==> src/rtl/exm_pkg.sv <==
package exm_pkg;
  localparam int LEN_W        = 8;
  localparam int SIZE_W       = 3;
  localparam int EXCL_MAX_LEN = 15;

  typedef enum logic [1:0] {
    RESP_OKAY   = 2'b00,
    RESP_EXOKAY = 2'b01
  } resp_e;
endpackage

==> src/rtl/exm_span.sv <==
module exm_span
  import exm_pkg::*;
#(
  parameter int ADDR_W  = 32,
  parameter int GRAN_LG = 6,
  localparam int EXT_W  = ADDR_W + 16,
  localparam int GW     = EXT_W - GRAN_LG
) (
  input  logic [ADDR_W-1:0] addr,
  input  logic [LEN_W-1:0]  len,
  input  logic [SIZE_W-1:0] size,
  output logic [GW-1:0]     first_g,
  output logic [GW-1:0]     last_g
);
  logic [EXT_W-1:0] lo_b;
  logic [EXT_W-1:0] hi_b;
  logic [EXT_W-1:0] bytes;

  always_comb begin
    lo_b    = EXT_W'(addr);
    bytes   = (EXT_W'(len) + EXT_W'(1)) << size;
    hi_b    = lo_b + bytes - EXT_W'(1);
    first_g = GW'(lo_b >> GRAN_LG);
    last_g  = GW'(hi_b >> GRAN_LG);
  end
endmodule

==> src/rtl/exm_entry.sv <==
module exm_entry
  import exm_pkg::*;
#(
  parameter int ADDR_W = 32,
  parameter int GW     = 42
) (
  input  logic              clk,
  input  logic              rst_n,
  input  logic              arm,
  input  logic              clr,
  input  logic [ADDR_W-1:0] in_addr,
  input  logic [LEN_W-1:0]  in_len,
  input  logic [SIZE_W-1:0] in_size,
  input  logic [GW-1:0]     in_first,
  input  logic [GW-1:0]     in_last,
  output logic              ent_vld,
  output logic [ADDR_W-1:0] ent_addr,
  output logic [LEN_W-1:0]  ent_len,
  output logic [SIZE_W-1:0] ent_size,
  output logic [GW-1:0]     ent_first,
  output logic [GW-1:0]     ent_last
);
  always_ff @(posedge clk) begin
    if (!rst_n) begin
      ent_vld   <= 1'b0;
      ent_addr  <= '0;
      ent_len   <= '0;
      ent_size  <= '0;
      ent_first <= '0;
      ent_last  <= '0;
    end else if (arm) begin
      ent_vld   <= 1'b1;
      ent_addr  <= in_addr;
      ent_len   <= in_len;
      ent_size  <= in_size;
      ent_first <= in_first;
      ent_last  <= in_last;
    end else if (clr) begin
      ent_vld <= 1'b0;
    end
  end

  AST_ARM_SETS: assert property (@(posedge clk) disable iff (!rst_n)
    arm |=> ent_vld);
  AST_CLR_DROPS: assert property (@(posedge clk) disable iff (!rst_n)
    (clr && !arm) |=> !ent_vld);
  AST_ARM_CLR_EXCL: assert property (@(posedge clk) disable iff (!rst_n)
    !(arm && clr));
endmodule

==> src/rtl/excl_access_monitor.sv <==
module excl_access_monitor
  import exm_pkg::*;
#(
  parameter int ID_W    = 2,
  parameter int ADDR_W  = 32,
  parameter int GRAN_LG = 6
) (
  input  logic              clk,
  input  logic              rst_n,
  input  logic              req_valid,
  output logic              req_ready,
  input  logic              req_write,
  input  logic              req_excl,
  input  logic [ID_W-1:0]   req_id,
  input  logic [ADDR_W-1:0] req_addr,
  input  logic [7:0]        req_len,
  input  logic [2:0]        req_size,
  output logic              rsp_valid,
  input  logic              rsp_ready,
  output logic [ID_W-1:0]   rsp_id,
  output logic [1:0]        rsp_resp,
  output logic              rsp_suppress,
  output logic              rsp_err
);
  localparam int NUM_ENT = 1 << ID_W;
  localparam int EXT_W   = ADDR_W + 16;
  localparam int GW      = EXT_W - GRAN_LG;

  logic          acc;
  logic [GW-1:0] r_first, r_last;
  logic          proto_bad, own_match, wr_win, rd_arm, foreign_kill;

  logic [NUM_ENT-1:0] e_vld, e_arm, e_clr, e_hit;
  logic [ADDR_W-1:0]  e_addr  [NUM_ENT];
  logic [LEN_W-1:0]   e_len   [NUM_ENT];
  logic [SIZE_W-1:0]  e_size  [NUM_ENT];
  logic [GW-1:0]      e_first [NUM_ENT];
  logic [GW-1:0]      e_last  [NUM_ENT];

  assign req_ready = !rsp_valid || rsp_ready;
  assign acc       = req_valid && req_ready;

  exm_span #(.ADDR_W(ADDR_W), .GRAN_LG(GRAN_LG)) u_span (
    .addr(req_addr), .len(req_len), .size(req_size),
    .first_g(r_first), .last_g(r_last)
  );

  always_comb begin
    proto_bad    = req_excl && (req_len > LEN_W'(EXCL_MAX_LEN));
    own_match    = e_vld[req_id] && (e_addr[req_id] == req_addr) &&
                   (e_len[req_id] == req_len) && (e_size[req_id] == req_size);
    wr_win       = req_write && req_excl && !proto_bad && own_match;
    rd_arm       = !req_write && req_excl && !proto_bad;
    foreign_kill = req_write && (!req_excl || wr_win);
  end

  for (genvar i = 0; i < NUM_ENT; i++) begin : g_ent
    assign e_hit[i] = e_vld[i] && !((r_last < e_first[i]) || (r_first > e_last[i]));
    assign e_arm[i] = acc && rd_arm && (req_id == ID_W'(i));
    assign e_clr[i] = acc && req_write &&
                      ((req_excl && (req_id == ID_W'(i))) ||
                       (foreign_kill && (req_id != ID_W'(i)) && e_hit[i]));

    exm_entry #(.ADDR_W(ADDR_W), .GW(GW)) u_ent (
      .clk(clk), .rst_n(rst_n), .arm(e_arm[i]), .clr(e_clr[i]),
      .in_addr(req_addr), .in_len(req_len), .in_size(req_size),
      .in_first(r_first), .in_last(r_last),
      .ent_vld(e_vld[i]), .ent_addr(e_addr[i]), .ent_len(e_len[i]),
      .ent_size(e_size[i]), .ent_first(e_first[i]), .ent_last(e_last[i])
    );
  end

  always_ff @(posedge clk) begin
    if (!rst_n) begin
      rsp_valid    <= 1'b0;
      rsp_id       <= '0;
      rsp_resp     <= RESP_OKAY;
      rsp_suppress <= 1'b0;
      rsp_err      <= 1'b0;
    end else if (req_ready) begin
      rsp_valid <= req_valid;
      if (req_valid) begin
        rsp_id       <= req_id;
        rsp_resp     <= (rd_arm || wr_win) ? RESP_EXOKAY : RESP_OKAY;
        rsp_suppress <= req_write && req_excl && !wr_win;
        rsp_err      <= proto_bad;
      end
    end
  end

  AST_STALL_HOLD: assert property (@(posedge clk) disable iff (!rst_n)
    (rsp_valid && !rsp_ready) |=> (rsp_valid && $stable(rsp_id) &&
      $stable(rsp_resp) && $stable(rsp_suppress) && $stable(rsp_err)));
  AST_SUPPRESS_OKAY: assert property (@(posedge clk) disable iff (!rst_n)
    (rsp_valid && rsp_suppress) |-> (rsp_resp == RESP_OKAY));
  AST_ERR_NO_EXOKAY: assert property (@(posedge clk) disable iff (!rst_n)
    (rsp_valid && rsp_err) |-> (rsp_resp == RESP_OKAY));
  AST_ONE_ARM: assert property (@(posedge clk) disable iff (!rst_n)
    $onehot0(e_arm));
endmodule

==> config.mk <==
export PLATFORM = sky130hd
export DESIGN_NAME = excl_access_monitor
export DESIGN_NICKNAME = d
export VERILOG_FILES = /design/src/rtl/exm_pkg.sv /design/src/rtl/exm_span.sv /design/src/rtl/exm_entry.sv /design/src/rtl/excl_access_monitor.sv
export SDC_FILE = /design/constraint.sdc
export NUM_CORES = 1
export LEC_CHECK = 0
export ABC_AREA = 1
export ABC_CLOCK_PERIOD_IN_PS = 11100
export BUFFER_PORTS_ARGS = -buffer_cell sky130_fd_sc_hd__buf_2
export CAP_MARGIN = 30
export CORE_ASPECT_RATIO = 0.8
export CORE_UTILIZATION = 30
export CTS_CLUSTER_SIZE = 30
export DETAILED_ROUTE_END_ITERATION = 16
export SYNTH_ARGS = -nofsm -noshare
export SYNTH_HDL_FRONTEND = slang
export SYNTH_SLANG_ARGS = --single-unit
==> constraint.sdc <==
create_clock -name clk -period 11.1 [get_ports clk]
set_clock_uncertainty 0.15 [all_clocks]
set_input_delay 0 -clock clk [delete_from_list [all_inputs] [get_ports clk]]
set_output_delay 0 -clock clk [all_outputs]
set_load 0.01 [all_outputs]
==> Word level (Yosys, flattened, before mapping) <==
Index checks and enable logic that the tools add are counted.
{ "word_totals": {"reg_bits": 455, "inputBits": 51} }
{ "classes": {"bitwise_logic": 1, "shifts": 1, "addsub": 3, "n_reduce_logical": 65, "magnitude_cmp": 11, "eq_ne": 9, "n_mux": 20} }
{ "ops": {"columns": ["op", "count"], "rows": [
  ["$gt A26 B42 Y1", 4],
  ["$lt A42 B26 Y1", 4],
  ["$bmux W32 S2", 1],
  ["$mux W32", 2],
  ["$add A32 B48 Y48", 1],
  ["$shl A48 B3 Y48", 1],
  ["$sub A48 B1 Y48 const B", 1],
  ["$logic_and A1 B1 Y1", 38],
  ["$eq A32 B32 Y1", 1],
  ["$bmux W8 S2", 1],
  ["$mux W8", 2],
  ["$logic_or A1 B1 Y1", 11],
  ["$mux W1", 10],
  ["$reduce_bool A2 Y1", 5],
  ["$add A8 B1 Y9 const B", 1],
  ["$logic_not A1 Y1", 9],
  ["$eq A8 B8 Y1", 1],
  ["$gt A8 B4 Y1 const B", 1],
  ["$bmux W3 S2", 1],
  ["$mux W3", 2],
  ["$eq A2 B2 Y1 const B", 2],
  ["$ne A2 B2 Y1 const B", 2],
  ["$eq A3 B3 Y1", 1],
  ["$ge A3 B3 Y1 const B", 1],
  ["other kinds (7)", 7]
]} }

==> Logic depth before layout (Yosys ltp) <==
{ "depth": {"ltp_word": 17, "mapped_depth": 39, "mapped_depth_nobuf": 39} }

==> Modules after synthesis <==
From an unflattened synthesis, not the netlist that was laid out.
{ "unflattened": {"cells_unflattened": 4938, "hier_area_um2": 32842.7} }
{ "by_module_without_submodules": {"columns": ["module", "area_per_inst_um2", "instances", "cells_each"], "rows": [
  ["exm_entry", 4475.5, 4, 556],
  ["excl_access_monitor", 11599.9, 1, 2089],
  ["exm_span", 3340.7, 1, 625]
]} }

==> Worst setup path after synthesis <==
Ideal clock, no wire load.
{ "synth_timing": {"kind": "input -> register", "startpoint": "input port req_len[0]", "endpoint": "register g_ent[1].u_ent.ent_vld", "setup_time_ns": 0.132, "t_required_ns": 10.818, "slack_ns": 6.281, "t_arrival_ns": 4.537, "n_path_buf": 0, "stages": 30, "cell_sequence": "inv_1 > nor3_1 > nand3_1 > nor3_1 > xor2_1 > o21ai_0 > mux2i_1 > or2_2 > ha_1 > inv_1 > ha_1 > nand2_1 > o21ai_0 > a311oi_1 > o21ai_1 > a21boi_1 > xor2_1 > ha_1 > nand4_1 > or3_1 > nor4b_1 > nand2_1 > nand2_1 > nor2_1 > nand2_1 > nand2_1 > nand2_1 > nand2_1 > nand2_1 > a21oi_1"} }
{ "synth_via": {"elab_chain_len": 12, "word_cells_on_any_way": 27, "classes_between": "3 x add/sub; 2 x order compare; 1 x eq/ne; 1 x shift; 1 x mux; 19 x reduce/logical"} }
{ "synth_lines": {"columns": ["element", "line_no", "source"], "rows": [
  ["from (decl)", "excl_access_monitor.sv:16", "input logic [7:0] req_len,"],
  ["$add A8 B1 Y9", "exm_span.sv:21", "bytes = (EXT_W'(len) + EXT_W'(1)) << size;"],
  ["$shl A48 B3 Y48", "exm_span.sv:21", null],
  ["$add A32 B48 Y48", "exm_span.sv:22", "hi_b = lo_b + bytes - EXT_W'(1);"],
  ["$sub A48 B1 Y48", "exm_span.sv:22", null],
  ["net g_ent[0].u_ent.in_last[24]", "exm_entry.sv:15", "input logic [GW-1:0] in_last,"],
  ["$lt A42 B26 Y1", "excl_access_monitor.sv:58", "assign e_hit[i] = e_vld[i] && !((r_last < e_first[i]) || (r_first > e_last[i]));"],
  ["$logic_or A1 B1 Y1", "excl_access_monitor.sv:58", null],
  ["$logic_not A1 Y1", "excl_access_monitor.sv:58", null],
  ["$logic_and A1 B1 Y1", "excl_access_monitor.sv:58", null],
  ["$logic_and A1 B1 Y1", "excl_access_monitor.sv:62", "(foreign_kill && (req_id != ID_W'(i)) && e_hit[i]));"],
  ["$logic_or A1 B1 Y1", "excl_access_monitor.sv:61", "((req_excl && (req_id == ID_W'(i))) ||"],
  ["$logic_and A1 B1 Y1", "excl_access_monitor.sv:60", "assign e_clr[i] = acc && req_write &&"],
  ["$reduce_bool A2 Y1 (no source line)", null, null],
  ["to (signal assigned)", "exm_entry.sv:25", "ent_vld <= 1'b0;"],
  ["to (signal assigned)", "exm_entry.sv:32", "ent_vld <= 1'b1;"],
  ["to (signal assigned)", "exm_entry.sv:39", "ent_vld <= 1'b0;"],
  ["to (decl)", "exm_entry.sv:16", "output logic ent_vld,"]
]} }
The timed path passes the listed nets, and every way through them passes these cells.
A chain may end at the register's enable or synchronous reset.

==> Worst setup path in the final report <==
{ "layout_timing": {"startpoint": "input port req_len[0]", "endpoint": "register g_ent[2].u_ent.ent_vld"} }
{ "layout_via": {"elab_chain_len": 12, "word_cells_on_any_way": 27, "classes_between": "3 x add/sub; 2 x order compare; 1 x eq/ne; 1 x shift; 1 x mux; 19 x reduce/logical"} }
{ "layout_lines": {"columns": ["element", "line_no"], "rows": [
  ["$add A8 B1 Y9", "exm_span.sv:21"],
  ["$shl A48 B3 Y48", "exm_span.sv:21"],
  ["$add A32 B48 Y48", "exm_span.sv:22"],
  ["$sub A48 B1 Y48", "exm_span.sv:22"],
  ["net g_ent[0].u_ent.in_last[24]", "exm_entry.sv:15"],
  ["$lt A42 B26 Y1", "excl_access_monitor.sv:58"],
  ["$logic_or A1 B1 Y1", "excl_access_monitor.sv:58"],
  ["$logic_not A1 Y1", "excl_access_monitor.sv:58"],
  ["$logic_and A1 B1 Y1", "excl_access_monitor.sv:58"],
  ["$logic_and A1 B1 Y1", "excl_access_monitor.sv:62"],
  ["$logic_or A1 B1 Y1", "excl_access_monitor.sv:61"],
  ["$logic_and A1 B1 Y1", "excl_access_monitor.sv:60"],
  ["$reduce_bool A2 Y1 (no source line)", null],
  ["to (signal assigned)", "exm_entry.sv:25"],
  ["to (signal assigned)", "exm_entry.sv:32"],
  ["to (signal assigned)", "exm_entry.sv:39"],
  ["to (decl)", "exm_entry.sv:16"]
]} }
The timed path passes the listed nets, and every way through them passes these cells.

==> results summary <==
The flow ran to the end, and the final reports show no timing, DRC or antenna violations. At the worst endpoint, the required time is 11.37 ns. Summing all non-filler instances in the final layout gives an area of 24700 um2.

Dividing the detail-routed wire length by the instance count gives 16.8 um. The maximum single-stage delay on the critical path came out at 0.76 ns. The headroom to the max-slew limit is 0.283. The depth of the worst register-to-register path came out at 14. The worst hold path begins at req_id[1].

Leaving out fill and tap cells, the most frequent cell in the layout is sky130_fd_sc_hd__nand2_1. Wires add up to 71400 um. The number of filler instances in the final layout came out at 7826. Compared with the post-synthesis result, the final layout area differs by 12.5%. The port buffer count is 57. In the layout the commonest cells are 696 x sky130_fd_sc_hd__nand2_1, 498 x sky130_fd_sc_hd__inv_1, 435 x sky130_fd_sc_hd__a21oi_1, 367 x sky130_fd_sc_hd__o21ai_0, 350 x sky130_fd_sc_hd__dfxtp_1. The synthesized design contains 0 enable-type register cells. The x dimension of the die is 305 um. The worst hold path endpoint is g_ent[3].u_ent.ent_vld$_SDFFE_PN0P_. The H-tree was split into 2 levels. TritonCTS built the clock tree. The y dimension of the die came out at 244 um. The portion of synthesized area spent on multiplexers is 0.00182. The final number of setup-violating endpoints is 0.

The first-pass GRT wire length is 111000 um. Summing every instance area after synthesis gives 22000 um2. Synthesis produced a netlist with a net count of 3538. In the final layout, the share of cells above drive strength 1 is 0.0519. The starting utilization of the core area came out at 0.304. The flip-flop and latch count after synthesis is 350. In this design, the critical path's most frequently occurring cell is sky130_fd_sc_hd__nand2_1. The cell area after placement came out at 23100 um2.

The number of buffers added by the clock tree synthesis step came out at 38. The count of unresolved DRC violations after routing is 0. The data arrival time at the worst-slack endpoint came out at 6.81 ns.

Buffers inserted to repair hold after CTS numbered 49. The number of inserted diodes is 0. The share of the Yosys chip area taken by registers is 0.319. The startpoint identified for the worst register-to-register timing path is g_ent[1].u_ent.ent_addr[0]$_SDFFE_PN0P_. The endpoint identified for the worst register-to-register timing path is rsp_suppress$_SDFFE_PN0P_. The worst setup path is launched from an input port. At the end of routability-driven placement, the weighted congestion stood at 0.949.

The basic-gate share of the synthesized area counting and, or, nand and nor cells came out at 0.195. The biggest fanout along the worst timing path came out at 8. Summed over all cells, the static leakage comes to 11.3 nW. The post-layout net count came out at 3575. The longest clock path from root to sink contains 3 buffers.

On the critical path, the stage with the largest delay is an instance of sky130_fd_sc_hd__xor2_1. For this run, the leading register cell type out of synthesis is sky130_fd_sc_hd__dfxtp_1. Setup repair after global routing left no endpoint under its margin. The number of post-CTS setup repair buffers came out at 0.

The async set-or-reset flop fraction in the synthesized netlist is 0. The I/O pin count came out at 59. The number of antenna violations at the first check in global routing came to 2. The via density per instance came out at 4.86.

The number of global-route vias before repair is 18.9k. The final max-slew violation count was 0. The number of optimization iterations in the first detailed-route pass is 6. Clock latency on the worst-skew pair, taken at its later pin, is 0.58 ns. The setup slack of the worst register-to-register path came out at 8.19 ns. The count of endpoints failing hold in the final timing report is 0. The peak clock frequency supported by timing is 0.153 GHz. Across the VDD grid, the largest voltage drop is 111 uV. The average footprint of a synthesized cell came out at 6.80 um2. The area of the die is 74400 um2.

The critical path in this run is classified as in -> reg. The detailed router's first-iteration violation count came out at 1756. The largest family of logic cells by synthesized area is compound AO/OA/AOI/OAI gates. The min-delay analysis places its worst path in the category in -> reg.

Max-cap violations in this run came to 0. The warning count from the yosys run is 0. The final HPWL from detailed placement came out at 51400 um.

The number of placement rows is 88. The smallest clock period supported by the final layout is computed as 6.54 ns. The number of different library cells used by synthesis comes to 54.

The post-cts gate resize count is 0. The routed via count is 20.6k. The cell sitting at the root of the clock tree is a sky130_fd_sc_hd__clkbuf_16.

The fraction of the mapped netlist area in compound gates was 0.214. The measured slew at the worst slew-check pin is 1.07 ns. The remaining global-route overflow came out at 0. After clock tree synthesis, the clock-pin slew on the worst setup and hold paths is 0.06 ns. The XOR/XNOR share of the synthesized area is 0.0119.

The post-synthesis cell count is 3235. The residual antenna-violating net count after detailed routing is 0. The total track usage came out at 0.189. The worst hold path passes through 7 cells. The total power per unit cell area came out at 138 nW/um2. The sink count of the clock tree is 350. After routing, the total negative slack on setup checks comes to 0 ns.

The adder and majority cell fraction of the synthesized area came out at 0.143. The core outline area came out at 72300 um2. STA classifies the critical path endpoint as a register. The pin count of the biggest net entering global routing came out at 94. Of the available clock period, the critical path in the final layout requires 0.589.
==> worst max-delay path: cells and delay by family <==
family | cells | cell delay [ns]
and+or+nand+nor | 17 | 2.66
AOI/OAI and AO/OA | 6 | 1.37
buffers and inverters | 5 | 0.88
xor gates and xnor gates | 2 | 0.86
adders and majority gates | 3 | 0.85
muxes | 1 | 0.16
==> cells by family (layout without fill, tap and decap cells) <==
| family | Yosys count | in the layout |
|---|---|---|
| adder cells (fa/ha/maj) | 252 | 252 |
| AND/OR/NAND/NOR | 1055 | 1055 |
| other | 1 | 1 |
| flip-flops | 350 | 350 |
| XOR/XNOR | 30 | 30 |
| multiplexers | 4 | 4 |
| AO/OA/AOI/OAI | 897 | 897 |
| buffers and inverters | 646 | 705 |
==> through the flow <==
stage | power, mW | hold WS (ns) | setup slack [ns] | instances | util
6_report | 3.42 | 0.184 | 4.56 | 4239 | 0.342
4_1_cts | 3.44 | 0.154 | 4.65 | 4239 | 0.342
3_3_place_gp | 2.18 | 0.154 | 4.73 | 4122 | 0.318
3_5_place_dp | 2.19 | 0.159 | 4.61 | 4128 | 0.319
5_1_grt | 3.61 | 0.216 | 3.90 | 4239 | 0.342
2_1_floorplan | 1.86 | -0.0232 | 6.28 | 3235 | -
==> Yosys cell counts, types with 2 or more instances <==
cell type | count | area share
sky130_fd_sc_hd__nand4_1 | 20 | 0.0057
sky130_fd_sc_hd__nor2_1 | 180 | 0.031
sky130_fd_sc_hd__dfxtp_1 | 350 | 0.32
sky130_fd_sc_hd__a31oi_1 | 15 | 0.0043
sky130_fd_sc_hd__a41oi_1 | 2 | 0.00080
sky130_fd_sc_hd__inv_4 | 2 | 0.00057
sky130_fd_sc_hd__nor3_1 | 22 | 0.0050
sky130_fd_sc_hd__inv_2 | 4 | 0.00068
sky130_fd_sc_hd__ha_1 | 252 | 0.14
sky130_fd_sc_hd__nand2_1 | 696 | 0.12
sky130_fd_sc_hd__buf_4 | 5 | 0.0017
sky130_fd_sc_hd__nor4_1 | 16 | 0.0046
sky130_fd_sc_hd__o211ai_1 | 12 | 0.0041
sky130_fd_sc_hd__o221a_2 | 3 | 0.0015
sky130_fd_sc_hd__a21o_1 | 3 | 0.0010
sky130_fd_sc_hd__or2_2 | 3 | 0.00085
sky130_fd_sc_hd__buf_6 | 5 | 0.0026
sky130_fd_sc_hd__nand3_1 | 97 | 0.022
sky130_fd_sc_hd__a211oi_1 | 16 | 0.0055
sky130_fd_sc_hd__nor4b_1 | 5 | 0.0020
sky130_fd_sc_hd__buf_2 | 14 | 0.0032
sky130_fd_sc_hd__a21oi_1 | 435 | 0.099
sky130_fd_sc_hd__o221ai_1 | 3 | 0.0012
sky130_fd_sc_hd__o2111ai_1 | 3 | 0.0012
sky130_fd_sc_hd__mux2i_1 | 4 | 0.0018
sky130_fd_sc_hd__o21bai_1 | 5 | 0.0017
sky130_fd_sc_hd__buf_1 | 14 | 0.0024
sky130_fd_sc_hd__xnor2_1 | 10 | 0.0040
sky130_fd_sc_hd__clkinv_1 | 6 | 0.0010
sky130_fd_sc_hd__nand2_2 | 3 | 0.00085
sky130_fd_sc_hd__clkbuf_1 | 95 | 0.016
sky130_fd_sc_hd__xor2_1 | 20 | 0.0080
sky130_fd_sc_hd__nor2_2 | 5 | 0.0014
sky130_fd_sc_hd__buf_8 | 2 | 0.0014
sky130_fd_sc_hd__o21a_1 | 12 | 0.0041
sky130_fd_sc_hd__o21ai_1 | 13 | 0.0030
sky130_fd_sc_hd__o21ai_0 | 367 | 0.084
sky130_fd_sc_hd__inv_1 | 499 | 0.085
sky130_fd_sc_hd__nand2_4 | 2 | 0.0010
==> registers in the layout (all words and copies together), names as in the netlist <==
name	flops
rsp_valid	1
g_ent.u_ent.ent_size	12
rsp_err	1
g_ent.u_ent.ent_vld	4
g_ent.u_ent.ent_len	32
rsp_resp	1
rsp_id	2
g_ent.u_ent.ent_addr	128
g_ent.u_ent.ent_last	168
rsp_suppress	1
==> where the power goes <==
part | internal, mW | switching (mW) | leakage, nW
logic | 0.303 | 0.615 | 7.88
clock network | 0.676 | 0.547 | 0.573
registers | 1.27 | 0.00718 | 2.82
==> routing by layer <==
metal	vias to the layer above	wire length, um	global-route usage
met2	535	29300	0.280
li1	10700	-	-
met1	9330	35400	0.278
met5	-	11	0
met3	84	5400	0.0394
met4	2	1200	0.0404
==> worst max path at each step <==
stage	start	end	slack, ns	cells past startpoint
final	req_len[0]	g_ent[2].u_ent.ent_vld$_SDFFE_PN0P_	4.56	34
after global routing	req_len[0]	g_ent[2].u_ent.ent_vld$_SDFFE_PN0P_	3.90	36
after CTS	req_len[0]	g_ent[2].u_ent.ent_vld$_SDFFE_PN0P_	4.65	34
after detailed placement	req_len[0]	g_ent[2].u_ent.ent_vld$_SDFFE_PN0P_	4.61	33
after global placement	req_len[0]	g_ent[2].u_ent.ent_vld$_SDFFE_PN0P_	4.73	35
after floorplan	req_len[0]	g_ent[1].u_ent.ent_vld$_SDFFE_PN0P_	6.28	30
==> final cells by class <==
| type | count | area [um2] | share of cell area |
|---|---|---|---|
| flip-flops and latches | 350 | 7010 | 0.283 |
| inverters | 511 | 1930 | 0.0778 |
| clock inverters | 11 | 77.6 | 0.00313 |
| well taps | 945 | 1180 | 0.0478 |
| multi-input cells | 2239 | 12500 | 0.504 |
| repair buffers | 132 | 1000 | 0.0404 |
| clock buffers | 51 | 1070 | 0.0432 |
Power figures use the tool's default switching activity.
